**src/rtl/sc_bd_pkg.sv**
```systemverilog
package sc_bd_pkg;

   typedef enum logic [2:0] {
      BD_OK       = 3'd0,
      BD_BAD_IDX  = 3'd1,
      BD_FRACTION = 3'd2,
      BD_NOT_MULT = 3'd3,
      BD_RANGE    = 3'd4
   } bd_err_e;

   typedef enum logic [2:0] {
      ST_IDLE,
      ST_LOOK,
      ST_RATIO,
      ST_SPLIT,
      ST_FIN
   } bd_state_e;

endpackage

```
**src/rtl/sc_bd_tables.sv**
```systemverilog
module sc_bd_tables #(
   parameter int IDX_W = 4,
   parameter int F_W   = 12,
   parameter int D_W   = 11
) (
   input  logic [IDX_W-1:0] fi_i,
   input  logic [IDX_W-1:0] di_i,
   output logic [F_W-1:0]   f_o,
   output logic [D_W-1:0]   d64_o,
   output logic             ok_o
);

   localparam int F_MAX = 2048;
   localparam int D_MAX = 1024;

   generate
      if (IDX_W != 4) begin : g_bad_idx
         $error("sc_bd_tables: index width must be 4");
      end
      if ((1 << F_W) <= F_MAX) begin : g_bad_f
         $error("sc_bd_tables: F_W too narrow for the F table");
      end
      if ((1 << D_W) <= D_MAX) begin : g_bad_d
         $error("sc_bd_tables: D_W too narrow for the scaled D table");
      end
   endgenerate

   function automatic int f_lookup(input logic [3:0] idx);
      case (idx)
         4'd1:    return 372;
         4'd2:    return 558;
         4'd3:    return 744;
         4'd4:    return 1116;
         4'd5:    return 1488;
         4'd6:    return 1860;
         4'd9:    return 512;
         4'd10:   return 768;
         4'd11:   return 1024;
         4'd12:   return 1536;
         4'd13:   return 2048;
         default: return 0;
      endcase
   endfunction

   function automatic int d64_lookup(input logic [3:0] idx);
      if (idx >= 4'd1 && idx <= 4'd5) return 32 << idx;
      if (idx >= 4'd10)               return 1 << (4'd15 - idx);
      return 0;
   endfunction

   always_comb begin
      f_o   = F_W'(f_lookup(fi_i[3:0]));
      d64_o = D_W'(d64_lookup(di_i[3:0]));
      ok_o  = (f_o != '0) && (d64_o != '0);
   end

endmodule

```
**src/rtl/sc_bd_restoring_div.sv**
```systemverilog
module sc_bd_restoring_div #(
   parameter int NW = 18,
   parameter int DW = 11
) (
   input  logic          clk,
   input  logic          rst_n,
   input  logic          go_i,
   input  logic [NW-1:0] num_i,
   input  logic [DW-1:0] den_i,
   output logic          done_o,
   output logic [NW-1:0] quo_o,
   output logic [DW-1:0] rem_o
);

   localparam int CW = $clog2(NW + 1);

   generate
      if (NW < 2 || DW < 2) begin : g_bad_w
         $error("sc_bd_restoring_div: operand widths too small");
      end
   endgenerate

   logic [NW-1:0] quo_q;
   logic [DW-1:0] rem_q;
   logic [DW-1:0] den_q;
   logic [CW-1:0] cnt_q;
   logic          busy_q;
   logic          done_q;
   logic [DW:0]   shifted;
   logic [DW+1:0] trial;

   always_comb begin
      shifted = {rem_q, quo_q[NW-1]};
      trial   = {1'b0, shifted} - {2'b00, den_q};
   end

   always_ff @(posedge clk or negedge rst_n) begin
      if (!rst_n) begin
         quo_q  <= '0;
         rem_q  <= '0;
         den_q  <= '0;
         cnt_q  <= '0;
         busy_q <= 1'b0;
         done_q <= 1'b0;
      end else begin
         done_q <= 1'b0;
         if (go_i && !busy_q) begin
            quo_q  <= num_i;
            rem_q  <= '0;
            den_q  <= den_i;
            cnt_q  <= CW'(NW);
            busy_q <= 1'b1;
         end else if (busy_q) begin
            if (!trial[DW+1]) begin
               rem_q <= trial[DW-1:0];
               quo_q <= {quo_q[NW-2:0], 1'b1};
            end else begin
               rem_q <= shifted[DW-1:0];
               quo_q <= {quo_q[NW-2:0], 1'b0};
            end
            cnt_q <= cnt_q - 1'b1;
            if (cnt_q == CW'(1)) begin
               busy_q <= 1'b0;
               done_q <= 1'b1;
            end
         end
      end
   end

   assign done_o = done_q;
   assign quo_o  = quo_q;
   assign rem_o  = rem_q;

endmodule

```
**src/rtl/sc_bd_split.sv**
```systemverilog
module sc_bd_split
   import sc_bd_pkg::*;
#(
   parameter int NW    = 18,
   parameter int DIV_W = 8
) (
   input  logic [NW-1:0]    ratio_i,
   input  logic [NW-1:0]    q12_i,
   input  logic             r12_zero_i,
   output logic [DIV_W-1:0] div_o,
   output logic             s12_o,
   output bd_err_e          code_o
);

   localparam logic [NW-1:0] DIV_MAX = NW'((1 << DIV_W) - 1);

   logic [NW-1:0] cand;

   always_comb begin
      cand   = '0;
      s12_o  = 1'b0;
      code_o = BD_OK;
      if (r12_zero_i) begin
         cand  = q12_i;
         s12_o = 1'b1;
      end else if (ratio_i[2:0] == 3'b000) begin
         cand  = ratio_i >> 3;
         s12_o = 1'b0;
      end else begin
         code_o = BD_NOT_MULT;
      end
      if (code_o == BD_OK && cand > DIV_MAX) begin
         code_o = BD_RANGE;
      end
      div_o = cand[DIV_W-1:0];
   end

endmodule

```
**src/rtl/sc_baud_calc.sv**
```systemverilog
module sc_baud_calc
   import sc_bd_pkg::*;
#(
   parameter int IDX_W   = 4,
   parameter int F_W     = 12,
   parameter int D_W     = 11,
   parameter int SCALE_SH = 6,
   parameter int DIV_W   = 8,
   parameter int RST_DIV = 31,
   parameter bit RST_S12 = 1'b1
) (
   input  logic             clk,
   input  logic             rst_n,
   input  logic             start_i,
   input  logic [IDX_W-1:0] fi_i,
   input  logic [IDX_W-1:0] di_i,
   output logic             busy_o,
   output logic             done_o,
   output logic [2:0]       err_o,
   output logic [DIV_W-1:0] divisor_o,
   output logic             sample12_o
);

   localparam int NUM_W = F_W + SCALE_SH;
   localparam logic [D_W-1:0] TWELVE = D_W'(12);

   generate
      if (RST_DIV >= (1 << DIV_W)) begin : g_bad_rst
         $error("sc_baud_calc: reset divisor does not fit DIV_W");
      end
      if (D_W < 4) begin : g_bad_dw
         $error("sc_baud_calc: D_W must hold the constant 12");
      end
   endgenerate

   bd_state_e        state_q;
   logic [IDX_W-1:0] fi_q, di_q;
   logic [NUM_W-1:0] ratio_q;
   bd_err_e          code_q;
   logic [DIV_W-1:0] res_div_q;
   logic             res_s12_q;

   logic [F_W-1:0]   f_val;
   logic [D_W-1:0]   d64_val;
   logic             tab_ok;

   logic             div_go;
   logic [NUM_W-1:0] div_num;
   logic [D_W-1:0]   div_den;
   logic             div_done;
   logic [NUM_W-1:0] div_quo;
   logic [D_W-1:0]   div_rem;

   logic [DIV_W-1:0] sp_div;
   logic             sp_s12;
   bd_err_e          sp_code;

   sc_bd_tables #(
      .IDX_W (IDX_W),
      .F_W   (F_W),
      .D_W   (D_W)
   ) u_tables (
      .fi_i  (fi_q),
      .di_i  (di_q),
      .f_o   (f_val),
      .d64_o (d64_val),
      .ok_o  (tab_ok)
   );

   always_comb begin
      div_go  = 1'b0;
      div_num = ratio_q;
      div_den = TWELVE;
      if (state_q == ST_LOOK && tab_ok) begin
         div_go  = 1'b1;
         div_num = {f_val, {SCALE_SH{1'b0}}};
         div_den = d64_val;
      end else if (state_q == ST_RATIO && div_done && div_rem == '0) begin
         div_go  = 1'b1;
         div_num = div_quo;
         div_den = TWELVE;
      end
   end

   sc_bd_restoring_div #(
      .NW (NUM_W),
      .DW (D_W)
   ) u_div (
      .clk    (clk),
      .rst_n  (rst_n),
      .go_i   (div_go),
      .num_i  (div_num),
      .den_i  (div_den),
      .done_o (div_done),
      .quo_o  (div_quo),
      .rem_o  (div_rem)
   );

   sc_bd_split #(
      .NW    (NUM_W),
      .DIV_W (DIV_W)
   ) u_split (
      .ratio_i    (ratio_q),
      .q12_i      (div_quo),
      .r12_zero_i (div_rem == '0),
      .div_o      (sp_div),
      .s12_o      (sp_s12),
      .code_o     (sp_code)
   );

   always_ff @(posedge clk or negedge rst_n) begin
      if (!rst_n) begin
         state_q    <= ST_IDLE;
         fi_q       <= '0;
         di_q       <= '0;
         ratio_q    <= '0;
         code_q     <= BD_OK;
         res_div_q  <= '0;
         res_s12_q  <= 1'b0;
         done_o     <= 1'b0;
         err_o      <= 3'd0;
         divisor_o  <= DIV_W'(RST_DIV);
         sample12_o <= RST_S12;
      end else begin
         done_o <= 1'b0;
         unique case (state_q)
            ST_IDLE: begin
               if (start_i) begin
                  fi_q    <= fi_i;
                  di_q    <= di_i;
                  state_q <= ST_LOOK;
               end
            end
            ST_LOOK: begin
               if (tab_ok) begin
                  state_q <= ST_RATIO;
               end else begin
                  code_q  <= BD_BAD_IDX;
                  state_q <= ST_FIN;
               end
            end
            ST_RATIO: begin
               if (div_done) begin
                  ratio_q <= div_quo;
                  if (div_rem != '0) begin
                     code_q  <= BD_FRACTION;
                     state_q <= ST_FIN;
                  end else begin
                     state_q <= ST_SPLIT;
                  end
               end
            end
            ST_SPLIT: begin
               if (div_done) begin
                  code_q    <= sp_code;
                  res_div_q <= sp_div;
                  res_s12_q <= sp_s12;
                  state_q   <= ST_FIN;
               end
            end
            ST_FIN: begin
               done_o <= 1'b1;
               err_o  <= code_q;
               if (code_q == BD_OK) begin
                  divisor_o  <= res_div_q;
                  sample12_o <= res_s12_q;
               end
               state_q <= ST_IDLE;
            end
            default: state_q <= ST_IDLE;
         endcase
      end
   end

   assign busy_o = (state_q != ST_IDLE);

endmodule

```
**config.mk**
```make
export PLATFORM = sky130hd
export DESIGN_NAME = sc_baud_calc
export DESIGN_NICKNAME = d
export VERILOG_FILES = /design/src/rtl/sc_bd_pkg.sv /design/src/rtl/sc_bd_tables.sv /design/src/rtl/sc_bd_restoring_div.sv /design/src/rtl/sc_bd_split.sv /design/src/rtl/sc_baud_calc.sv
export SDC_FILE = /design/constraint.sdc
export NUM_CORES = 1
export LEC_CHECK = 0
export ABC_AREA = 1
export ABC_CLOCK_PERIOD_IN_PS = 1900
export BUFFER_PORTS_ARGS = -buffer_cell sky130_fd_sc_hd__buf_2
export CAP_MARGIN = 10
export CORE_ASPECT_RATIO = 0.5
export CORE_MARGIN = 5
export CORE_UTILIZATION = 30
export DETAILED_ROUTE_END_ITERATION = 10
export HOLD_SLACK_MARGIN = 0.12
export SYNTH_ARGS = -nofsm -noshare
export SYNTH_HDL_FRONTEND = slang
export SYNTH_SLANG_ARGS = --single-unit
```
**constraint.sdc**
```tcl
create_clock -name clk -period 1.9 [get_ports clk]
set_input_delay 0.38 -clock clk [delete_from_list [all_inputs] [get_ports clk]]
set_output_delay 0.38 -clock clk [all_outputs]
set_load 0.02 [all_outputs]
```
==> impl_metrics.env, run 1 <==
export IMPL_power_total_mw=13.4
export IMPL_rr_startpoint="fi_q[1]"
export IMPL_diodes=0
export IMPL_critPathKind="reg -> reg"
export IMPL_cp_end_kind="flip-flop"
export IMPL_r2r_end="u_div.busy_q"
export IMPL_first_pass_iters=5
export IMPL_die_y_um=106
export IMPL_postSynthAreaPerCell_sq_um=7.73
export IMPL_layout_nets=842
export IMPL_drive_above_1_share_pct=26.8
export IMPL_grt_pass1_wl_um=23800
export IMPL_antenna_found_initial=0
export IMPL_area_growth_pct=29.6
export IMPL_cts_max_path_buffers=2
export IMPL_gp_congestion=0.836
export IMPL_clock_latency_ns=0.35
export IMPL_worst_slack_ns=-0.136
export IMPL_startpoint_type="flip-flop"
export IMPL_root_buffer="clkbuf_16"
export IMPL_ios=25
export IMPL_leakagePower_nw=3.64
export IMPL_status="finished with violations"
export IMPL_mappedNetlistArea_sq_um=5580
export IMPL_maxCapViolations=0
export IMPL_worstMarginPinSlew_ns=0.807
export IMPL_core_sq_um=18300
export IMPL_min_from="di_i[1]"
export IMPL_initial_core_util_pct=30.4
export IMPL_reg2regPathDepth=12
export IMPL_ys_warn_count=0
export IMPL_finalSetupTns_ns=-3.03
export IMPL_required_ns=2.12
export IMPL_wirelength_um=14100
export IMPL_route_detailed_drc=0
export IMPL_cts_buffers=9
export IMPL_wirelength_met1_um=6600
export IMPL_hpwl_um=9870
export IMPL_relSlewSlack_pct=46.2
export IMPL_ys_ff_latch=101
export IMPL_htreeDepth=3
export IMPL_period_share_pct=107
export IMPL_holdCritPathClass="in -> reg"
export IMPL_routed_wl_met2_um=6880
export IMPL_max_freq_mhz=491
export IMPL_hold_violations=0
export IMPL_finClkSkew_ns=0.00940
export IMPL_fin_crit_ns=2.04
export IMPL_synth_nets=751
export IMPL_dr_total_vias=4965
export IMPL_grt_pass1_vias=4961
export IMPL_row_count=35
export IMPL_ant_nets=0
export IMPL_min_path_cells=3
export IMPL_wl_per_cell_um=13.4
export IMPL_syn_inst=721
export IMPL_yosysUniqueCellTypes=42
export IMPL_seq_area_frac_synth_pct=45.5
export IMPL_crit_fanout=6
export IMPL_grt_max_degree=57
export IMPL_drtIter0Drc=318
export IMPL_die_area_sq_um=21600
export IMPL_vdd_drop_max_v=0.000573
export IMPL_violations="negative setup slack"
export IMPL_cts_tree="built"
export IMPL_rsz0062_at_grt="true"
export IMPL_post_place_ws_ns=-0.205
export IMPL_wl_met3_um=469
export IMPL_clock_sinks=101
export IMPL_fin_area_sq_um=7230
export IMPL_crit_arrival_ns=2.26
export IMPL_setup_viol=42
export IMPL_fin_util_pct=39.4
export IMPL_gr_usage_all_layers_pct=13.4
export IMPL_slew_viol_final=0
export IMPL_p_per_area_nw_per_um2=1860
export IMPL_vias_per_cell=4.70
export IMPL_portBuffers=24
export IMPL_clk_pin_slew_ns=0.07
export IMPL_placed_area_sq_um=6340
export IMPL_overflow=0
export IMPL_die_x_um=203
export IMPL_r2r_slack_ns=-0.14
export IMPL_top_layer_used="met4"
export IMPL_min_delay_worst_endpoint="di_q[1]"
==> logic make-up after synthesis <==
group / synth area share, %
fa+ha+maj: 4.40
flops: 45.5
mux: 0.404
simple gates: 29.8
compound gates: 9.87
xor+xnor: 0.785
buf+inv: 9.31
==> critical path: stages (launching register included) <==
cell and delay, ns:
dfrtp_1 0.38, inv_2 0.07, buf_6 0.12, ha_4 0.16, or2_1 0.21, nand3_2 0.08, nand2_2 0.07, nor2_4 0.10
nand3_4 0.11, nand3_4 0.17, nand2_8 0.11, nor2_4 0.24, nor2_1 0.08
==> registers in the layout, summed over array words and instances, names as in the netlist, 3 cells and up <==
| name | flops |
|---|---|
| res_div_q | 8 |
| ratio_q | 18 |
| di_q | 4 |
| u_div.quo_o | 18 |
| divisor_o | 8 |
| fi_q | 4 |
| u_div.den_q | 11 |
| u_div.cnt_q | 5 |
| state_q | 3 |
| code_q | 3 |
| u_div.rem_o | 11 |
| err_o | 3 |
==> per-layer routing <==
metal	global-route usage (%)	vias to the layer above
met5	0	-
met4	3.73	0
met3	2.47	14
met2	22.9	74
met1	17.6	2371
li1	-	2506
==> worst max path at each step <==
| stage | startpoint | endpoint | slack [ns] | cells past startpoint |
|---|---|---|---|---|
| 6_report | fi_q[1] | u_div.busy_q | -0.14 | 12 |
| 5_1_grt | fi_q[0] | u_div.rem_o[9] | -0.24 | 14 |
| 3_5_place_dp | fi_q[0] | u_div.rem_o[10] | -0.21 | 13 |
| 3_3_place_gp | fi_q[0] | u_div.rem_o[10] | -0.15 | 13 |
| 4_1_cts | fi_q[1] | u_div.busy_q | -0.05 | 12 |
| 2_1_floorplan | fi_q[1] | u_div.busy_q | 0.009 | 13 |
==> repair_timing <==
action	CTS	global route
hold buffers	1	0
resized for setup	47	51
setup buffers	16	7
setup endpoints to repair	50	59
gates cloned	3	1
hold endpoints to repair	95	0
pin swaps	15	25
==> cells in the mapped netlist (all sizes together) <==
master | number | area share [%]
nand2 | 214 | 15
inv | 96 | 6.6
dfrtp | 95 | 43
nor2 | 71 | 5.4
o21ai | 53 | 4.8
nand3 | 50 | 5.0
a21oi | 23 | 2.1
nand4 | 20 | 2.2
ha | 18 | 4.0
clkbuf | 15 | 1.0
buf | 12 | 1.7
nor3 | 10 | 0.99
o211ai | 10 | 1.3
o22ai | 7 | 0.79
dfstp | 6 | 2.8
nor4 | 3 | 0.34
xor2 | 3 | 0.47
a31oi | 2 | 0.22
mux2 | 2 | 0.40
o21bai | 2 | 0.27
or2 | 2 | 0.22
xnor2 | 2 | 0.31
a21o | 1 | 0.13
a32oi | 1 | 0.16
fa | 1 | 0.36
o31ai | 1 | 0.13
or3 | 1 | 0.11
==> placed cells by master (no fill, tap or decap), types with 4 or more instances in the layout <==
master and n:
a21oi_1 17, a21oi_2 6, buf_12 4, buf_2 23, buf_4 65, buf_6 10
clkbuf_16 10, dfrtp_1 94, dfstp_2 6, ha_1 12, ha_4 6, inv_1 88
inv_2 6, nand2_1 179, nand2_2 26, nand2_4 7, nand3_1 38, nand3_2 9
nand3_4 4, nand4_1 20, nor2_1 58, nor2_2 5, nor2_4 8, nor3_1 9
o211ai_1 10, o21ai_0 46, o21ai_1 5, o22ai_1 4
==> where the power goes <==
part / switching [mW] / internal, mW / total [mW]
combinational: 4.52 / 3.54 / 8.06
sequential: 0.632 / 2.97 / 3.60
clock: 0.837 / 0.940 / 1.78
total: 5.99 / 7.44 / 13.4
==> layout make-up <==
type                    instances  area (sq um)
well taps                     240           300
fillers                      1869         11100
clock buffers                  11           243
flip-flops and latches        101          2540
multi-input cells             499          2880
repair buffers                105           858
clock inverters                 5          42.5
inverters                      96           365
==> through the flow <==
stage	std cells	hold WS [ns]
after floorplan	721	0.0844
after global placement	1019	0.397
after detailed placement	1019	0.395
after CTS	1054	0.273
after global routing	1057	0.282
final	1057	0.281
(Power assumes the default switching activity.)
==> inputs of run 2 (changes only) <==
Settings changed: ABC_CLOCK_PERIOD_IN_PS 1900 to 1840.
Clock period 1.9 ns to 1.84 ns, I/O delays scaled along.
==> run 2 against run 1 <==
Against the previous run: the flow still finishes with violations (negative setup slack); critical path depth stayed put; total power increased by 3.3%; non-clock buffer count grew 5; clock-buffer cell count decreased by 2; core utilization up 0.12 points; critical path type unchanged; largest cell class unchanged.
==> impl_metrics.env, run 2 (synthesis results as in run 1) <==
export IMPL_status="finished with violations"
export IMPL_violations="negative setup slack"
export IMPL_gr_usage_all_layers_pct=12.9
export IMPL_fillers=1834
export IMPL_final_common_cell="nand2_1"
export IMPL_first_pass_iters=4
export IMPL_worstMarginPinSlew_ns=0.604
export IMPL_crit_arrival_ns=2.18
export IMPL_ant_nets=0
export IMPL_cts_buffers=9
export IMPL_vias_per_cell=4.58
export IMPL_grt_pass1_vias=4866
export IMPL_rsz0062_at_grt="true"
export IMPL_layout_common_cells="nand2_1 (178), dfrtp_1 (93), inv_1 (88)"
export IMPL_p_per_area_nw_per_um2=1910
export IMPL_cp_slowest_stage_delay_ns=0.47
export IMPL_die_y_um=106
export IMPL_row_count=35
export IMPL_clock_latency_ns=0.35
export IMPL_leakagePower_nw=3.67
export IMPL_relSlewSlack_pct=59.7
export IMPL_critPathKind="reg -> reg"
export IMPL_dr_total_vias=4862
export IMPL_gp_congestion=0.823
export IMPL_worst_slack_ns=-0.118
export IMPL_layout_nets=847
export IMPL_die_x_um=203
export IMPL_cp_end_kind="flip-flop"
export IMPL_drtIter0Drc=300
export IMPL_clk_pin_slew_ns=0.07
export IMPL_wirelength_um=13300
export IMPL_max_freq_mhz=511
export IMPL_slowest_stage="dfrtp_2"
export IMPL_cts_max_path_buffers=2
export IMPL_drive_above_1_share_pct=27.5
export IMPL_ios=25
export IMPL_fin_util_pct=39.5
export IMPL_htreeDepth=3
export IMPL_diodes=0
export IMPL_fin_crit_ns=1.96
export IMPL_grt_max_degree=45
export IMPL_cts_tree="built"
export IMPL_clock_sinks=101
export IMPL_required_ns=2.07
export IMPL_initial_core_util_pct=30.4
export IMPL_route_detailed_drc=0
export IMPL_hpwl_um=9550
export IMPL_wl_per_cell_um=12.5
export IMPL_slew_viol_final=0
export IMPL_maxCapViolations=0
export IMPL_crit_fanout=6
export IMPL_core_sq_um=18300
export IMPL_setup_viol=50
export IMPL_grt_pass1_wl_um=22900
export IMPL_overflow=0
export IMPL_period_share_pct=106
export IMPL_hold_ws_ns=0.262
export IMPL_worstPathCellList="inv_4 -> ha_4 -> nand2_4 -> nand3_2 -> nand2_2 -> nand2_2 -> nor2_4 -> nand3_4 -> nand3_4 -> nand2_8 -> nor2_4 -> nor2_1"
export IMPL_hold_violations=0
export IMPL_die_area_sq_um=21600
export IMPL_finClkSkew_ns=0.00803
export IMPL_startpoint_type="flip-flop"
export IMPL_power_total_mw=13.9
export IMPL_holdCritPathClass="in -> reg"
export IMPL_area_growth_pct=30.0
export IMPL_antenna_found_initial=0
export IMPL_post_place_ws_ns=-0.222
export IMPL_portBuffers=24
export IMPL_vdd_drop_max_v=0.000648
export IMPL_root_buffer="clkbuf_16"
==> run 2: cell count changes in the layout (fill, tap and decap cells not counted), moves of 3 or more <==
cell,before,now
o21ai_1,5,2
inv_4,2,5
o21ai_0,46,49
nor2_4,8,4
buf_4,65,73
nand2_4,7,4
nand2_2,26,29
inv_2,6,3
nor2_1,58,61
==> run 2: per-layer routing <==
layer	vias up	wire, um	track usage (%)
li1	2517	-	-
met1	2274	6240	16.5
met2	56	6380	21.7
met3	15	462	2.86
met4	0	223	4.16
met5	-	0	0
==> run 2: layout make-up <==
cell class,instances,area (sq um),share of cell area [%]
Clock buffer,9,225,3.11
Timing Repair Buffer,110,850,11.7
Sequential cell,101,2540,35.0
Tap cell,240,300,4.14
Clock inverter,7,92.6,1.28
Multi-Input combinational cell,499,2870,39.6
Inverter,96,373,5.15
==> run 2: critical path: cells and delay by family, from the launching register on <==
family                     cells  cell delay (ns)
DFF                            1             0.47
adders and majority gates      1             0.22
and+or+nand+nor               10             1.05
buffers and inverters          1             0.10
==> run 2: final timing paths <==
kind                               start           end  slack (ns)  depth (start not counted)
worst max-delay path             fi_q[1]  u_div.busy_q       -0.12                         12
worst min-delay path             fi_i[2]       fi_q[2]        0.26                          3
worst max register to register   fi_q[1]  u_div.busy_q       -0.12                         12
worst min register to register  err_o[2]      err_o[2]        0.47                          2
max in group asynchronous          rst_n    sample12_o        0.75                          3
min in group asynchronous          rst_n       fi_q[2]        0.48                          2
==> run 2: repair_timing <==
action / CTS / global route
pin swaps: 21 / 28
hold buffers: 1 / 0
gates cloned: 3 / 0
setup endpoints to repair: 50 / 58
endpoints found under the hold margin: 23 / 0
setup buffers: 10 / 7
gates resized for setup: 40 / 48
==> run 2: stage by stage <==
step	instances	TNS (ns)	cell area [sq um]
after floorplan	721	-0.188	5600
after global placement	1025	-3.28	6390
after detailed placement	1025	-6.69	6390
after CTS	1055	-2.04	6980
after global routing	1062	-8.96	7250
final	1062	-3.41	7250
==> run 2: where the power goes <==
part           switching (mW)  internal [mW]
clock                   0.925           1.09
sequential              0.676           3.06
combinational            4.51           3.61
==> inputs of run 3 (changes only) <==
Settings changed: GPL_TIMING_DRIVEN from default to 0.
==> run 3 against run 2 <==
Against the previous run: the flow still finishes with violations (negative setup slack); hold slack worse by 0.0011 ns; sequential cell count stayed put; first-iteration DRC count is 1.3% lower; critical path depth is 2 higher; design area is 2.9% higher; global-route usage is 1.1 points higher; via count is 4.3% higher; sequential power is 2% higher; total power is 3.4% higher; critical path type unchanged.
==> impl_metrics.env, run 3 (synthesis results as in run 1) <==
export IMPL_clock_sinks=101
export IMPL_reg2regPathDepth=14
export IMPL_crit_fanout=5
export IMPL_worst_slack_ns=-0.182
export IMPL_min_path_cells=3
export IMPL_fin_crit_ns=2.02
export IMPL_layout_common_cells="nand2_1 (162), dfrtp_1 (90), inv_1 (85)"
export IMPL_drtIter0Drc=296
export IMPL_vdd_drop_max_v=0.000734
export IMPL_wl_per_cell_um=14.3
export IMPL_die_area_sq_um=21600
export IMPL_required_ns=2.13
export IMPL_gr_usage_all_layers_pct=14.0
export IMPL_post_place_ws_ns=-0.377
export IMPL_route_detailed_drc=0
export IMPL_p_sw_share_pct=45.8
export IMPL_fin_area_sq_um=7460
export IMPL_die_y_um=106
export IMPL_max_freq_mhz=495
export IMPL_leakagePower_nw=3.65
export IMPL_cts_tree="built"
export IMPL_first_pass_iters=6
export IMPL_cts_max_path_buffers=2
export IMPL_core_sq_um=18300
export IMPL_ant_nets=0
export IMPL_grt_pass1_wl_um=24700
export IMPL_r2r_slack_ns=-0.18
export IMPL_area_growth_pct=33.8
export IMPL_fillers=1761
export IMPL_power_frac_seq_pct=26.6
export IMPL_min_delay_worst_endpoint="fi_q[2]"
export IMPL_grt_pass1_vias=4999
export IMPL_hold_violations=0
export IMPL_crit_arrival_ns=2.31
export IMPL_hold_ws_ns=0.261
export IMPL_gp_congestion=0.828
export IMPL_worstMarginPinSlew_ns=0.653
export IMPL_dr_total_vias=5072
export IMPL_overflow=0
export IMPL_p_per_area_nw_per_um2=1920
export IMPL_layout_nets=834
export IMPL_fin_util_pct=40.7
export IMPL_portBuffers=24
export IMPL_vias_per_cell=4.84
export IMPL_htreeDepth=3
export IMPL_cts_buffers=9
export IMPL_status="finished with violations"
export IMPL_clk_pin_slew_ns=0.07
export IMPL_hpwl_um=9760
export IMPL_critPathKind="reg -> reg"
export IMPL_placed_area_sq_um=6050
export IMPL_ios=25
export IMPL_initial_core_util_pct=30.4
export IMPL_violations="negative setup slack"
export IMPL_power_share_clock_pct=14.2
export IMPL_die_x_um=203
export IMPL_drive_above_1_share_pct=31.3
export IMPL_setup_viol=50
export IMPL_period_share_pct=110
export IMPL_clock_latency_ns=0.36
export IMPL_holdCritPathClass="in -> reg"
export IMPL_grt_max_degree=70
export IMPL_final_common_cell="nand2_1"
export IMPL_wirelength_um=15000
export IMPL_row_count=35
export IMPL_startpoint_type="flip-flop"
export IMPL_r2r_end="u_div.rem_o[5]"
export IMPL_p_sw_mw=6.57
export IMPL_cp_end_kind="flip-flop"
export IMPL_rsz0062_at_grt="true"
export IMPL_rr_startpoint="fi_q[0]"
export IMPL_min_from="fi_i[2]"
export IMPL_power_total_mw=14.3
export IMPL_root_buffer="clkbuf_16"
export IMPL_slew_viol_final=0
export IMPL_diodes=0
export IMPL_p_int_mw=7.77
export IMPL_antenna_found_initial=0
export IMPL_maxCapViolations=0
export IMPL_combinationalPowerShare_pct=59.2
export IMPL_relSlewSlack_pct=56.2
export IMPL_finClkSkew_ns=0.00985
[run 3: changes by cell type in the layout (fill, tap and decap cells not counted), moves of 6 or more]
cell	change
buf_4	-49
buf_6	+15
clkbuf_1	+6
clkbuf_2	+8
nand2_1	-16
nand2_2	+13
nand3_1	-8
nand3_2	+7
nor2_1	-11
nor2_4	+7
[run 3: repair_timing]
action                     CTS  global route
hold buffers                 1             0
resized for setup           88           109
buffers inserted            27            13
pin swaps                   28            41
cloned                       8             1
setup endpoints to repair   60            86
hold endpoints to repair    32             0
[run 3: metal layers]
layer	global-route usage, %	wire, um	vias up
met1	18.4	7000	2459
met5	0	0	-
li1	-	-	2486
met2	23.5	7140	99
met4	3.48	294	0
met3	2.96	571	28
[run 3: worst max-delay path by stage]
| stage | from | end | cells past startpoint |
|---|---|---|---|
| final | fi_q[0] | u_div.rem_o[5] | 14 |
| after global routing | fi_q[0] | u_div.rem_o[4] | 14 |
| after CTS | fi_q[0] | u_div.rem_o[5] | 14 |
| after detailed placement | u_div.quo_o[17] | u_div.rem_o[7] | 10 |
| after global placement | rst_n | done_o | 1 |
| after floorplan | fi_q[1] | u_div.busy_q | 13 |
[run 3: power groups by stage]
stage               combinational, mW  clock, mW  sequential (mW)
global route                     9.38       2.19             3.91
detailed placement               5.90          0             3.74
floorplan                        4.59          0             3.62
finish                           8.49       2.04             3.81
global placement                 5.76          0             3.73
CTS                              7.40       2.09             3.72
[run 3: area by class of cell]
class                           instances  area, sq um  share of cell area (%)
Tap cell                              240          300                    4.03
Sequential cell                       101         2540                    34.1
Clock buffer                            9          225                    3.02
Inverter                               96          379                    5.08
Clock inverter                          7         93.8                    1.26
Multi-Input combinational cell        498         3070                    41.2
Timing Repair Buffer                   71          637                    8.54
Buffer                                 27          209                    2.80
[run 3: critical path, stage by stage, from the launching register on]
cell and delay, ns:
dfrtp_1 0.43, buf_6 0.14, ha_4 0.16, or2_1 0.22, nand3_2 0.09, nand2_2 0.07
nor2_4 0.09, nand3_4 0.10, nand3_4 0.12, nand2_8 0.09, nor2_8 0.13, buf_6 0.12
buf_12 0.11, nand2_2 0.04, nand2_1 0.05
[run 3: metrics by stage]
| stage | cells | setup TNS (ns) |
|---|---|---|
| finish | 1049 | -6.12 |
| global route | 1049 | -11.15 |
| CTS | 1037 | -4.06 |
| detailed placement | 986 | -12.73 |
| global placement | 985 | -83.78 |
| floorplan | 721 | -0.188 |
